`src/rtl/adc_seq_pkg.sv`:
```
package adc_seq_pkg;
  typedef enum logic [1:0] {
    MODE_SINGLE = 2'd0,
    MODE_FREE   = 2'd1,
    MODE_AUTO   = 2'd2,
    MODE_RSVD   = 2'd3
  } adc_mode_e;
endpackage

```
`src/rtl/adc_seq_prescaler.sv`:
```
// Divides the CPU clock; emits one-clock rising and falling ADC-clock ticks.
module adc_seq_prescaler #(
  parameter int SEL_W = 3
) (
  input  logic             clk,
  input  logic             rst,
  input  logic             en,
  input  logic [SEL_W-1:0] sel,
  input  logic             resync,
  output logic             tick_rise,
  output logic             tick_fall
);
  localparam int CNT_W = (1 << SEL_W) - 1;

  logic [CNT_W-1:0] cnt;
  logic [CNT_W:0]   div_full;
  logic [CNT_W-1:0] div_m1;
  logic [CNT_W-1:0] half;
  logic [SEL_W-1:0] eff;

  always_comb begin
    eff      = (sel == '0) ? SEL_W'(1) : sel;
    div_full = (CNT_W+1)'(1) << eff;
    div_m1   = CNT_W'(div_full - 1'b1);
    half     = CNT_W'(div_full >> 1);
  end

  // A trigger re-phases the count to mid-period so the next rising tick is half a period away.
  always_ff @(posedge clk) begin
    if (rst || !en)           cnt <= '0;
    else if (resync)          cnt <= half;
    else if (cnt >= div_m1)   cnt <= '0;
    else                      cnt <= cnt + 1'b1;
  end

  assign tick_rise = en && (cnt == div_m1);
  assign tick_fall = en && (cnt == half - 1'b1);
endmodule

```
`src/rtl/adc_seq_trig_sync.sv`:
```
// Synchronises the trigger and turns its rising edge into a one-clock event.
module adc_seq_trig_sync #(
  parameter int STAGES = 2
) (
  input  logic clk,
  input  logic rst,
  input  logic din,
  output logic evt
);
  logic [STAGES-1:0] chain;
  logic              prev;

  always_ff @(posedge clk) begin
    if (rst) begin
      chain <= '0;
      prev  <= 1'b0;
    end else begin
      chain <= {chain[STAGES-2:0], din};
      prev  <= chain[STAGES-1];
    end
  end

  assign evt = chain[STAGES-1] && !prev;
endmodule

```
`src/rtl/adc_seq_core.sv`:
```
// ADC-cycle counter, sample point, and successive-approximation register.
module adc_seq_core #(
  parameter int RES_W      = 10,
  parameter int SAMP_NORM  = 2,
  parameter int SAMP_FIRST = 14
) (
  input  logic             clk,
  input  logic             rst,
  input  logic             en,
  input  logic             rise,
  input  logic             fall,
  input  logic             start_req,
  input  logic             restart,
  input  logic             cmp,
  output logic             busy,
  output logic             done,
  output logic             sh_pulse,
  output logic             bit_pulse,
  output logic [RES_W-1:0] trial
);
  localparam int LEN_NORM  = SAMP_NORM + RES_W + 1;
  localparam int LEN_FIRST = SAMP_FIRST + RES_W + 1;
  localparam int CYC_W     = $clog2(LEN_FIRST + 1);

  logic [CYC_W-1:0] cyc;
  logic [CYC_W-1:0] samp_pt;
  logic [CYC_W-1:0] conv_len;
  logic             long_r;
  logic             first_pend;
  logic             begin_conv;
  logic [RES_W-1:0] trial_nxt;
  int               idx_i;

  always_comb begin
    samp_pt    = long_r ? CYC_W'(SAMP_FIRST) : CYC_W'(SAMP_NORM);
    conv_len   = long_r ? CYC_W'(LEN_FIRST)  : CYC_W'(LEN_NORM);
    done       = en && rise && (cyc == conv_len);
    sh_pulse   = en && fall && (cyc == samp_pt);
    bit_pulse  = en && rise && (cyc > samp_pt) && (int'(cyc) <= int'(samp_pt) + RES_W);
    begin_conv = en && rise && start_req && ((cyc == '0) || (done && restart));
    idx_i      = RES_W - (int'(cyc) - int'(samp_pt));
    trial_nxt  = trial;
    for (int b = 0; b < RES_W; b++) begin
      if (b == idx_i && !cmp) trial_nxt[b] = 1'b0;
      if (b + 1 == idx_i)     trial_nxt[b] = 1'b1;
    end
  end

  always_ff @(posedge clk) begin
    if (rst) begin
      cyc        <= '0;
      long_r     <= 1'b0;
      first_pend <= 1'b1;
      trial      <= '0;
    end else if (!en) begin
      cyc        <= '0;
      first_pend <= 1'b1;
    end else begin
      if (begin_conv) begin
        cyc        <= CYC_W'(1);
        long_r     <= first_pend;
        first_pend <= 1'b0;
      end else if (done) begin
        cyc <= '0;
      end else if (rise && cyc != '0) begin
        cyc <= cyc + 1'b1;
      end
      if (sh_pulse)       trial <= RES_W'(1) << (RES_W - 1);
      else if (bit_pulse) trial <= trial_nxt;
    end
  end

  assign busy = (cyc != '0);
endmodule

```
`src/rtl/adc_seq_top.sv`:
```
module adc_seq_top
  import adc_seq_pkg::*;
#(
  parameter int RES_W       = 10,
  parameter int SAMP_NORM   = 2,
  parameter int SAMP_FIRST  = 14,
  parameter int SEL_W       = 3,
  parameter int SYNC_STAGES = 2,
  parameter int OUT_W       = 16
) (
  input  logic             clk,
  input  logic             rst,
  input  logic             en,
  input  logic [1:0]       mode,
  input  logic [SEL_W-1:0] ps_sel,
  input  logic             start_set,
  input  logic             trig_in,
  input  logic             flag_clr,
  input  logic             cmp_in,
  output logic             start_bit,
  output logic             busy,
  output logic             sh_strobe,
  output logic             bit_strobe,
  output logic [RES_W-1:0] dac_code,
  output logic             flag,
  output logic             result_we,
  output logic [OUT_W-1:0] result
);
  adc_mode_e mode_e;
  logic      tick_rise, tick_fall, trig_evt, resync;
  logic      done, sh_pulse, bit_pulse;

  assign mode_e = adc_mode_e'(mode);
  assign resync = en && (mode_e == MODE_AUTO) && trig_evt && !start_bit && !busy;

  adc_seq_prescaler #(.SEL_W(SEL_W)) u_presc (
    .clk(clk), .rst(rst), .en(en), .sel(ps_sel), .resync(resync),
    .tick_rise(tick_rise), .tick_fall(tick_fall)
  );

  adc_seq_trig_sync #(.STAGES(SYNC_STAGES)) u_sync (
    .clk(clk), .rst(rst), .din(trig_in), .evt(trig_evt)
  );

  adc_seq_core #(.RES_W(RES_W), .SAMP_NORM(SAMP_NORM), .SAMP_FIRST(SAMP_FIRST)) u_core (
    .clk(clk), .rst(rst), .en(en), .rise(tick_rise), .fall(tick_fall),
    .start_req(start_bit), .restart(mode_e == MODE_FREE), .cmp(cmp_in),
    .busy(busy), .done(done), .sh_pulse(sh_pulse), .bit_pulse(bit_pulse),
    .trial(dac_code)
  );

  always_ff @(posedge clk) begin
    if (rst) begin
      start_bit  <= 1'b0;
      flag       <= 1'b0;
      result_we  <= 1'b0;
      sh_strobe  <= 1'b0;
      bit_strobe <= 1'b0;
      result     <= '0;
    end else begin
      result_we  <= done;
      sh_strobe  <= sh_pulse;
      bit_strobe <= bit_pulse;
      if (done) result <= OUT_W'(dac_code);
      flag <= done || (flag && !flag_clr);
      if (!en)                               start_bit <= 1'b0;
      else if (done && mode_e != MODE_FREE)  start_bit <= 1'b0;
      else if (start_set || resync)          start_bit <= 1'b1;
    end
  end
endmodule

```
`config.mk`:
```
export PLATFORM = sky130hd
export DESIGN_NAME = adc_seq_top
export DESIGN_NICKNAME = d
export VERILOG_FILES = /design/src/rtl/adc_seq_pkg.sv /design/src/rtl/adc_seq_prescaler.sv /design/src/rtl/adc_seq_trig_sync.sv /design/src/rtl/adc_seq_core.sv /design/src/rtl/adc_seq_top.sv
export SDC_FILE = /design/constraint.sdc
export NUM_CORES = 1
export LEC_CHECK = 0
export BUFFER_PORTS_ARGS = -buffer_cell sky130_fd_sc_hd__buf_2
export CELL_PAD_IN_SITES_DETAIL_PLACEMENT = 1
export CELL_PAD_IN_SITES_GLOBAL_PLACEMENT = 1
export CORE_UTILIZATION = 30
export DETAILED_ROUTE_END_ITERATION = 10
export PLACE_DENSITY_LB_ADDON = 0.1
export RECOVER_POWER = 50
export SLEW_MARGIN = 0
export SYNTH_ARGS = -nofsm -noshare
export SYNTH_HDL_FRONTEND = slang
export SYNTH_SLANG_ARGS = --single-unit
```
`constraint.sdc`:
```
create_clock -name clk -period 5.1 [get_ports clk]
set_clock_uncertainty 0.1 [all_clocks]
set_input_delay 0.255 -clock clk [delete_from_list [all_inputs] [get_ports clk]]
set_output_delay 0.255 -clock clk [all_outputs]
set_load 0.1 [all_outputs]
```
# Yosys cells after proc, flatten, opt, wreduce, memory -nomap -nowiden
# Cells that the tools add are included.
[classes]
add_sub_neg = 7
magnitude_cmp = 3
eq_ne = 17
shift = 1
mux = 30
bitwise = 1
reduce_logical = 69
[ops]
columns = ["cell", "n"]
rows = [
  ["4-bit by 32-bit == test with 1-bit output (first input constant)", 4],
  ["5-bit by 32-bit == test with 1-bit output (first input constant)", 3],
  ["3-bit by 32-bit == test with 1-bit output (first input constant)", 2],
  ["3-bit nonzero test", 11],
  ["2-bit by 32-bit == test with 1-bit output (first input constant)", 1],
  ["32-bit logical NOT", 1],
  ["5-bit by 32-bit subtractor with 32-bit output (first input constant)", 1],
  ["3-bit AND reduction", 10],
  ["1-bit logical AND", 29],
  ["1-bit two-way mux", 23],
  ["10-bit two-way mux", 2],
  ["7-bit == test", 2],
  ["7-bit two-way mux", 2],
  ["7-bit by 1-bit subtractor with 7-bit output (second input constant)", 2],
  ["1-bit by 3-bit left shift with 8-bit output (first input constant)", 1],
  ["7-bit by 1-bit adder with 7-bit output (second input constant)", 1],
  ["7-bit greater-or-equal comparator", 1],
  ["5-bit by 4-bit adder with 6-bit output (second input constant)", 1],
  ["5-bit by 6-bit <= comparator with 1-bit output", 1],
  ["1-bit logical NOT", 6],
  ["5-bit by 4-bit subtractor with 6-bit output", 1],
  ["5-bit by 1-bit adder with 5-bit output (second input constant)", 1],
  ["5-bit by 4-bit == test with 1-bit output", 1],
  ["5-bit == test", 1],
  ["other kinds (17)", 20],
]
[word_totals]
register_bits = 42
elab_cells = 151

# Depth between registers and ports, before layout
# Gate-level depths: netlist of the first run.
[logic_depth]
word_depth = 12
depth_mapped = 16
depth_no_buf = 16

# Modules after synthesis
# A second synthesis of the first run with hierarchy kept.
[hier_totals]
hier_cells = 315
area_unflattened_um2 = 2770.2
[by_module_without_submodules]
columns = ["module", "n_inst", "cells_each", "area_per_inst_um2"]
rows = [
  ["adc_seq_core", 1, 158, 1338.8],
  ["adc_seq_prescaler", 1, 94, 760.7],
  ["adc_seq_top", 1, 56, 583.1],
  ["adc_seq_trig_sync", 1, 7, 87.6],
]

# Worst setup path after synthesis of the first run
# Ideal clock, no wire load.
[synth_path]
path_type = "register to register"
from = "reg u_core.cyc[1]"
to = "reg u_core.trial[3]"
setup_time_ns = 0.088
arrival_time_ns = 3.642
required_time_ns = 4.912
setup_slack_ns = 1.270
stages_incl_launch_ff = 15
synth_period_minus_slack_ns = 3.830
cell_sequence = "dfxtp_1 > inv_1 > fa_1 > nor2b_1 > nand2b_1 > clkbuf_1 > nand3_1 > ha_1 > nor4b_1 > nand4_1 > a21oi_4 > nand2_1 > a2111oi_4 > a21oi_2 > a311oi_2"
[synth_via]
elab_chain_len = 6
elab_cells_between_ends = 17
classes_between = "add/sub (2); order compare (2); eq/ne (3); mux (3); reduce/logical (7)"
[synth_lines]
columns = ["item", "line_no", "text"]
rows = [
  ["start: declaration", "adc_seq_core.sv:25", "logic [CYC_W-1:0] cyc;"],
  ["start signal: assignment", "adc_seq_core.sv:66", "cyc <= cyc + 1'b1;"],
  ["5-bit by 4-bit subtractor with 6-bit output", "adc_seq_core.sv:41", "idx_i = RES_W - (int'(cyc) - int'(samp_pt));"],
  ["5-bit by 32-bit subtractor with 32-bit output", "adc_seq_core.sv:41", ""],
  ["3-bit by 32-bit == test with 1-bit output or 4-bit by 32-bit == test with 1-bit output (tied branches)", "adc_seq_core.sv:44, adc_seq_core.sv:45", ""],
  ["1-bit logical AND or 1-bit two-way mux (tied branches)", "adc_seq_core.sv:44, adc_seq_core.sv:45", ""],
  ["3-bit nonzero test (no line) or 10-bit two-way mux (tied branches)", "-", ""],
  ["3-bit AND reduction (no line) or 10-bit two-way mux (tied branches)", "-", ""],
  ["end signal: assignment", "adc_seq_core.sv:68", "if (sh_pulse) trial <= RES_W'(1) << (RES_W - 1);"],
  ["end signal: assignment", "adc_seq_core.sv:69", "else if (bit_pulse) trial <= trial_nxt;"],
  ["end: declaration", "adc_seq_core.sv:19", "output logic [RES_W-1:0] trial"],
]
# Parallel ways exist; a longest one is shown, timed or not. The select of a mux whose other input is x is not followed.
# A chain may end at the register's enable or synchronous reset.

# Final worst setup path of the first run
# Same ends and word-level chain as after synthesis.

==> results of run 1 <==
[metrics by stage]
step | total power [W] | hold slack (ns) | std cells
floorplan | 0.000404 | 0.283 | 345
CTS | 0.000686 | 0.0674 | 505
global placement | 0.000417 | 0.329 | 497
finish | 0.000675 | 0.0707 | 505
detailed placement | 0.000417 | 0.342 | 497
global route | 0.000708 | 0.0978 | 505
[metal layers]
metal	global-route usage, %	share of wire, %
met5	0	0
met4	4.68	1.3
met1	22.7	49
met2	27.9	48
met3	2.16	1.7
[sequential cells by signal, indices dropped and copies added (netlist names), 2 cells and up]
name and cells:
u_sync.chain 2, u_core.trial 10, u_core.cyc 5, u_presc.cnt 7
result 10
[worst max path at each step]
stage | depth (start not counted) | end | slack [ns]
after floorplan | 14 | u_core.trial[3] | 1.27
after global placement | 15 | u_core.trial[5] | 1.03
after detailed placement | 13 | u_core.trial[3] | 0.86
after CTS | 13 | u_core.trial[3] | 0.82
after global routing | 13 | u_core.trial[3] | 0.48
final | 13 | u_core.trial[3] | 0.85
[power groups by stage]
| stage | clock network [W] | registers [W] | logic (W) |
|---|---|---|---|
| CTS | 0.000276 | 0.000333 | 0.0000771 |
| global placement | 0 | 0.000340 | 0.0000761 |
| finish | 0.000268 | 0.000333 | 0.0000746 |
| global route | 0.000293 | 0.000333 | 0.0000822 |
| floorplan | 0 | 0.000342 | 0.0000623 |
| detailed placement | 0 | 0.000340 | 0.0000766 |
[logic make-up after synthesis]
logic type | share of synthesized area, %
DFF | 29.1
muxes | 0.692
adders and majority gates | 13.7
xor gates and xnor gates | 6.27
and+or+nand+nor | 27.0
other | 0.260
AOI/OAI and AO/OA | 17.6
buffers and inverters | 5.36
[critical path, cell delays in order (launching register included)]
cell       delay [ns]
dfxtp_1          0.53
inv_1            0.19
fa_1             0.48
nor2b_1          0.17
nand2b_1         0.46
nand3_1          0.15
ha_1             0.30
nor4b_1          0.41
nand4_1          0.26
a21oi_4          0.25
nand2_1          0.12
a2111oi_4        0.40
a21oi_2          0.11
a311oi_2         0.23
[final cells by class]
type,instances,area (um2)
repair buffers,38,159
well taps,129,161
clock buffers,6,72.6
multi-input cells,272,1910
flip-flops and latches,42,841
fillers,1153,6040
clock inverters,2,37.5
inverters,16,60.1
[synthesized netlist by cell type, types with 2 or more instances]
| master | instances |
|---|---|
| nand2_1 | 44 |
| dfxtp_1 | 42 |
| ha_1 | 30 |
| a21oi_1 | 24 |
| inv_1 | 16 |
| nand3_1 | 13 |
| nor2_1 | 13 |
| nand2b_1 | 12 |
| nor2b_1 | 10 |
| xor2_1 | 10 |
| buf_4 | 8 |
| o21ai_0 | 8 |
| xnor2_1 | 8 |
| nand4_1 | 7 |
| o21ai_1 | 6 |
| o22ai_1 | 6 |
| clkbuf_1 | 5 |
| nor3_1 | 5 |
| a31oi_1 | 4 |
| and3_1 | 4 |
| and2_1 | 3 |
| and4_1 | 3 |
| nand3b_1 | 3 |
| a21o_1 | 2 |
| a21oi_2 | 2 |
| and4bb_1 | 2 |
| conb_1 | 2 |
| mux2i_1 | 2 |
| nand4_2 | 2 |
| nor2_2 | 2 |
| nor4_1 | 2 |
| nor4b_1 | 2 |
| nor4bb_1 | 2 |
| o2111ai_1 | 2 |
==> impl_metrics.ini, run 1 <==
[floorplanning]
ios = 44
die-width_um = 100
die_y_um = 100
die_area_um2 = 10000
initial_core_util_pct = 31.2
rows = 35
core_area_um2 = 9280

[synthesis]
synth_ff_type = dfxtp_1
syn_avg_cell_area_um2 = 8.53
synth-edff-count = 0
synth_cells = 339
yosysWarnings = 0
synth_area_um2 = 2890
synth_top_area_share_pct = 29.1
synth_area_leaders = dfxtp_1, ha_1, nand2_1
ys_ff_latch = 42
synth.distinct_cells = 67
synth_area_leader_cell = dfxtp_1
seq_area_frac_synth_pct = 29.1
async_flop_share_pct = 0

[critical_path]
path_class = register to register
crit_start = u_core.cyc[1]
r2r_end = u_core.trial[3]
worstSetupEndpointType = register
ff2ff_setup_slack_ns = 0.85
crit_arrival_ns = 4.36
cp-start-kind = register
required_ns = 5.21
r2r_cells = 13
path_max_fanout = 15
rr_startpoint = u_core.cyc[1]

[drt]
routedWlPerCell_um = 15.6
dr.pass1.iters = 4
wl_mm = 7.89
drc = 0
vias_per_cell = 5.01
vias = 2530
ant_nets = 0
first_iter_violations = 63

[cts]
cts_num_sinks = 42
cts_setup_buffers = 0
cts_max_level = 2
cts_made_buffers = 5
cts_tree = done
clk_latency_ns = 0.30
cts.repair.resized = 0
root_buffer = clkbuf_8
ctsHoldBuffers = 0
path_clk_slew_ns = 0.09
clock_path_buffers = 2

[place]
gp_congestion = 0.778
port-buffer-count = 37
pre_cts_ws_ns = 0.859
placed_area_um2 = 3170
hpwl_mm = 6.24

[run]
max_cap_viol_count = 0

[global_route]
grt_max_degree = 22
overflow = 0
grt_usage_pct = 16.7
grt_pass1_vias = 2535
antenna_found_initial = 0
grt_first_pass_wirelength_mm = 13.3

[timing]
period_needed_ns = 4.25
tightest_slew_ns = 1.19
period_share_pct = 83.3
max_slew_margin_pct = 20.9
finalMaxSlewViolations = 0
grt_setup_unrepaired = no
fmax_mhz = 235
fin_tns_setup_ns = 0
fin_ws_ns = 0.852
setup_viol = 0
final-hold-violation-count = 0

[finish]
diodes = 0
nets = 418
most-common-layout-cells = nand2_1, dfxtp_1, ha_1
drive_above_1_share_pct = 8.51
final_common_cell = nand2_1
utilization_pct = 34.9
syn2layout_area_growth_pct = 12.1
design_area_um2 = 3240

[pwr]
switchingPower_w = 0.000179
p_leak_nw = 1.26
switching_share_pct = 26.4
combPwrFrac_pct = 11.0
internal-power_w = 0.000497
pwr-share-clk_pct = 39.7
vdd_ir_drop_max_uv = 89.7
seq_power_share_pct = 49.2
p_per_area_nw_per_um2 = 208

[worst_hold_path]
hp-class = input pin to register
hold_depth = 2
hold_end = u_sync.chain[0]
worstHoldStart = trig_in

[status]
status = completed
Power figures use the tool's default switching activity.
==> inputs of run 2 (changes only) <==
==> constraint.sdc (replaced) <==
create_clock -name clk -period 3.45 [get_ports clk]
set_clock_uncertainty 0.1 [all_clocks]
set_input_delay 0.1725 -clock clk [delete_from_list [all_inputs] [get_ports clk]]
set_output_delay 0.1725 -clock clk [all_outputs]
set_load 0.1 [all_outputs]
==> impl_metrics.ini, run 2 (synthesized netlist as in run 1, its figures left out) <==
[status]
status = completed

[drt]
ant_nets = 0
routedWlPerCell_um = 15.8
drc = 0
first_iter_violations = 77
dr.pass1.iters = 4
vias = 2662
wl_mm = 8.52
vias_per_cell = 4.94

[worst_hold_path]
hold_depth = 3
hp-class = input pin to register
worstHoldStart = flag_clr
hold_end = flag

[global_route]
globalRouteMet3Util_pct = 2.65
antenna_found_initial = 0
overflow = 0
grt-busiest-layer = met2
grt_pass1_vias = 2730
grt_util_met1_pct = 22.7
use_met2_pct = 29.7
grt_usage_pct = 17.5
grt_max_degree = 22
grt_first_pass_wirelength_mm = 13.8

[critical_path]
ff2ff_setup_slack_ns = 0.15
r2r_cells = 15
path_max_fanout = 6
rr_startpoint = u_core.long_r
crit_start = u_core.long_r
path_class = register to register
cp-start-kind = register
required_ns = 3.56
r2r_end = u_core.trial[3]
worstSetupEndpointType = register
crit_arrival_ns = 3.42

[place]
gp_congestion = 0.789
port-buffer-count = 37
hpwl_mm = 6.55

[timing]
max_slew_margin_pct = 21.0
finalMaxSlewViolations = 0
tightest_slew_ns = 1.19
final-hold-violation-count = 0
period_needed_ns = 3.30
fmax_mhz = 303
whs_ns = 0.0278
setup_viol = 0
period_share_pct = 95.7

[floorplanning]
initial_core_util_pct = 31.2
die_area_um2 = 10000
rows = 35
die_y_um = 100
ios = 44
die-width_um = 100
core_area_um2 = 9280

[pwr]
p_per_area_nw_per_um2 = 275
p_leak_nw = 1.48
vdd_ir_drop_max_uv = 128

[finish]
drive_above_1_share_pct = 22.4
multi_input_area_um2 = 2060
ff_latch_area_um2 = 847
final_common_cell = nand2_1
reg_top3 = result x10, u_core.trial x10, u_presc.cnt x7
utilization_pct = 39.4
fillers = 1144
syn2layout_area_growth_pct = 26.5
diodes = 0
nets = 452
most-common-layout-cells = nand2_1, dfxtp_1, buf_4

[cts]
path_clk_slew_ns = 0.09
cts_made_buffers = 5
cts_max_level = 2
cts_tree = done
clk_latency_ns = 0.30
clock_path_buffers = 2
cts_num_sinks = 42
root_buffer = clkbuf_8

[run]
max_cap_viol_count = 0
run 2: cell count changes in the layout (fill, tap and decap cells not counted), sizes merged:
cell         previous run  this run
buf                    11        44
dlygate4sd3             0         1
run 2: through the flow:
stage	power, W	cell area [um2]	cells	TNS, ns	worst slack (ns)
2_1_floorplan	0.000598	2930	345	0	0.00772
3_3_place_gp	0.000619	3370	522	0	0.00856
3_5_place_dp	0.000620	3370	522	-0.256	-0.0575
4_1_cts	0.00102	3560	533	0	0.0124
5_1_grt	0.00105	3660	539	-0.0854	-0.0436
6_report	0.00101	3660	539	0	0.148
run 2: report_power, final:
| group | internal (W) | total (W) | switching, W |
|---|---|---|---|
| Combinational | 0.0000350 | 0.000116 | 0.0000812 |
| Sequential | 0.000487 | 0.000491 | 0.00000381 |
| Clock | 0.000216 | 0.000400 | 0.000183 |
| Total | 0.000738 | 0.00101 | 0.000268 |
run 2: final cells by class:
type	count	share of cell area, %
inverters	16	1.64
flip-flops and latches	42	23.2
multi-input cells	272	56.3
clock buffers	6	1.98
repair buffers	72	11.5
clock inverters	2	1.03
well taps	129	4.41
run 2: worst max-delay path by stage:
stage / endpoint / slack [ns] / depth (start not counted)
after floorplan: u_core.trial[5] / 0.008 / 16
after global placement: u_core.trial[5] / 0.009 / 13
after detailed placement: u_core.trial[5] / -0.06 / 13
after CTS: u_core.trial[3] / 0.01 / 17
after global routing: u_core.trial[3] / -0.04 / 16
final: u_core.trial[3] / 0.15 / 15
run 2: critical path, cell delays in order (launching register included):
cell and delay (ns):
dfxtp_2 0.33, buf_4 0.14, fa_2 0.44, nor2b_2 0.17, nand2b_4 0.18, buf_6 0.11, nand2b_4 0.04, ha_2 0.19
nor4b_4 0.24, nand4_1 0.21, a21oi_4 0.20, nand2_2 0.08, a2111oi_4 0.31, buf_4 0.18, a21oi_2 0.06, a311oi_2 0.22
run 2: per-layer routing:
layer,vias up,wire (um)
li1,1341,-
met1,1282,4040
met2,29,4170
met3,10,151
met4,0,156
met5,-,0
run 2: what timing repair did:
item                                   in CTS  in global routing
setup endpoints to repair                   8                 10
endpoints found under the hold margin       1                  0
gates resized for setup                    10                 24
pin swaps                                   3                  7
hold buffers                                1                  0
buffers inserted                            2                  6
==> inputs of run 3 (changes only) <==
--- a/config.mk
+++ b/config.mk
@@ -8,8 +8,10 @@
 export BUFFER_PORTS_ARGS = -buffer_cell sky130_fd_sc_hd__buf_2
 export CELL_PAD_IN_SITES_DETAIL_PLACEMENT = 1
 export CELL_PAD_IN_SITES_GLOBAL_PLACEMENT = 1
-export CORE_UTILIZATION = 30
+export CORE_UTILIZATION = 28
 export DETAILED_ROUTE_END_ITERATION = 10
+export GPL_ROUTABILITY_DRIVEN = 0
+export HOLD_SLACK_MARGIN = 0.05
 export PLACE_DENSITY_LB_ADDON = 0.1
 export RECOVER_POWER = 50
 export SLEW_MARGIN = 0
==> impl_metrics.ini, run 3 (synthesized netlist as in run 1, its figures left out) <==
[global_route]
grt_pass1_vias = 2799
grt_max_degree = 22
overflow = 0
grt_first_pass_wirelength_mm = 14.3
antenna_found_initial = 0
grt_usage_pct = 16.4

[pwr]
p_total_w = 0.00110
p_leak_nw = 1.46
seq_power_share_pct = 44.7
vdd_ir_drop_max_uv = 139
combPwrFrac_pct = 11.4
p_per_area_nw_per_um2 = 301
pwr-share-clk_pct = 43.9
switching_share_pct = 25.7
internal-power_w = 0.000817
switchingPower_w = 0.000282

[critical_path]
cp-start-kind = input pin
crit_chain = dlygate4sd3_1 > buf_2 > or3_4 > xor2_1 > ha_1 > nand4_4 > nor2_4 > nand2_2 > or4_4 > a2111oi_4 > a21oi_2 > a311oi_2
worstSetupEndpointType = register
crit_buf_inv = 2
slowest_delay_ns = 0.55
required_ns = 3.56
rr_startpoint = u_core.long_r
path_max_fanout = 4
crit_arrival_ns = 3.39
path_class = input pin to register
cp_top_family = simple AND/OR/NAND/NOR gates
crit_slowest_cell = or4_4
crit_start = ps_sel[2]

[place]
hpwl_mm = 6.78
placed_area_um2 = 3390
port-buffer-count = 37

[floorplanning]
die-width_um = 104
ios = 44
die_area_um2 = 10700
initial_core_util_pct = 29.2
rows = 36
die_y_um = 104
core_area_um2 = 9910

[cts]
clk_latency_ns = 0.30
root_buffer = clkbuf_8
cts_max_level = 2
cts_made_buffers = 5
clock_path_buffers = 2
cts_num_sinks = 42
path_clk_slew_ns = 0.09
cts_tree = done

[drt]
routedWlPerCell_um = 15.8
met3_length_um = 121
wl_met1_mm = 4.12
dr.pass1.iters = 4
vias_per_cell = 4.87
drc = 0
vias = 2636
ant_nets = 0
first_iter_violations = 68
routed.top_layer = met4
met2_wirelength_mm = 4.13
wl_mm = 8.55

[timing]
setup_viol = 0
period_needed_ns = 3.28
finalMaxSlewViolations = 0
final-hold-violation-count = 0
fmax_mhz = 305
max_slew_margin_pct = 20.8
whs_ns = 0.0827
tightest_slew_ns = 1.19
period_share_pct = 95.1

[finish]
nets = 450
design_area_um2 = 3650
syn2layout_area_growth_pct = 26.3
diodes = 0
utilization_pct = 36.9
most-common-layout-cells = nand2_1, dfxtp_1, buf_4
drive_above_1_share_pct = 21.3
final_common_cell = nand2_1
reg_top3 = result x10, u_core.trial x10, u_presc.cnt x7

[run]
max_cap_viol_count = 0

[worst_hold_path]
hp-class = input pin to register
worstHoldStart = mode[0]

[status]
status = completed
run 3: layer usage:
| metal | track usage, % | up-vias |
|---|---|---|
| li1 | - | 1331 |
| met4 | 6.11 | 0 |
| met1 | 21.1 | 1266 |
| met2 | 28.0 | 27 |
| met5 | 0 | - |
| met3 | 1.89 | 12 |
run 3: layout make-up:
| cell class | instances | area [um2] |
|---|---|---|
| clock buffers | 5 | 68.8 |
| clock inverters | 3 | 68.8 |
| fillers | 1205 | 6260 |
| inverters | 16 | 60.1 |
| multi-input cells | 272 | 2040 |
| flip-flops and latches | 42 | 847 |
| well taps | 133 | 166 |
| repair buffers | 70 | 404 |
run 3: worst paths after layout:
kind | end | slack [ns] | cells after the start
min reg2reg | u_sync.chain[1] | 0.34 | 1
max | u_core.trial[3] | 0.17 | 12
max reg2reg | u_core.trial[3] | 0.21 | 16
min | start_bit | 0.08 | 3
run 3: power by group through the flow:
stage	clock network [W]	logic, W	registers (W)
4_1_cts	0.000496	0.000122	0.000492
6_report	0.000483	0.000125	0.000491
2_1_floorplan	0	0.0000921	0.000506
3_5_place_dp	0	0.000118	0.000503
5_1_grt	0.000517	0.000136	0.000492
3_3_place_gp	0	0.000116	0.000503
run 3: worst reg2reg max path: cells and delay by family, from the launching register on:
family	cells	cell delay, ns
AO/OA/AOI/OAI	5	0.94
adder cells (fa/ha/maj)	3	0.56
buffers and inverters	2	0.18
flip-flops	1	0.33
AND/OR/NAND/NOR	6	1.04
run 3: timing repair:
item | in CTS | in global routing
hold buffers | 3 | 0
buffers inserted | 0 | 3
gates resized for setup | 4 | 23
endpoints found under the hold margin | 3 | 0
pin swaps | 1 | 12
endpoints found under the setup margin | 7 | 10
run 3: stage by stage:
stage / worst slack [ns] / setup TNS, ns / instances
after global placement: 0.0370 / 0 / 527
after global routing: -0.00169 / -0.00169 / 541
after CTS: 0.0159 / 0 / 538
final: 0.170 / 0 / 541
after floorplan: 0.00772 / 0 / 345
after detailed placement: -0.0218 / -0.0602 / 527
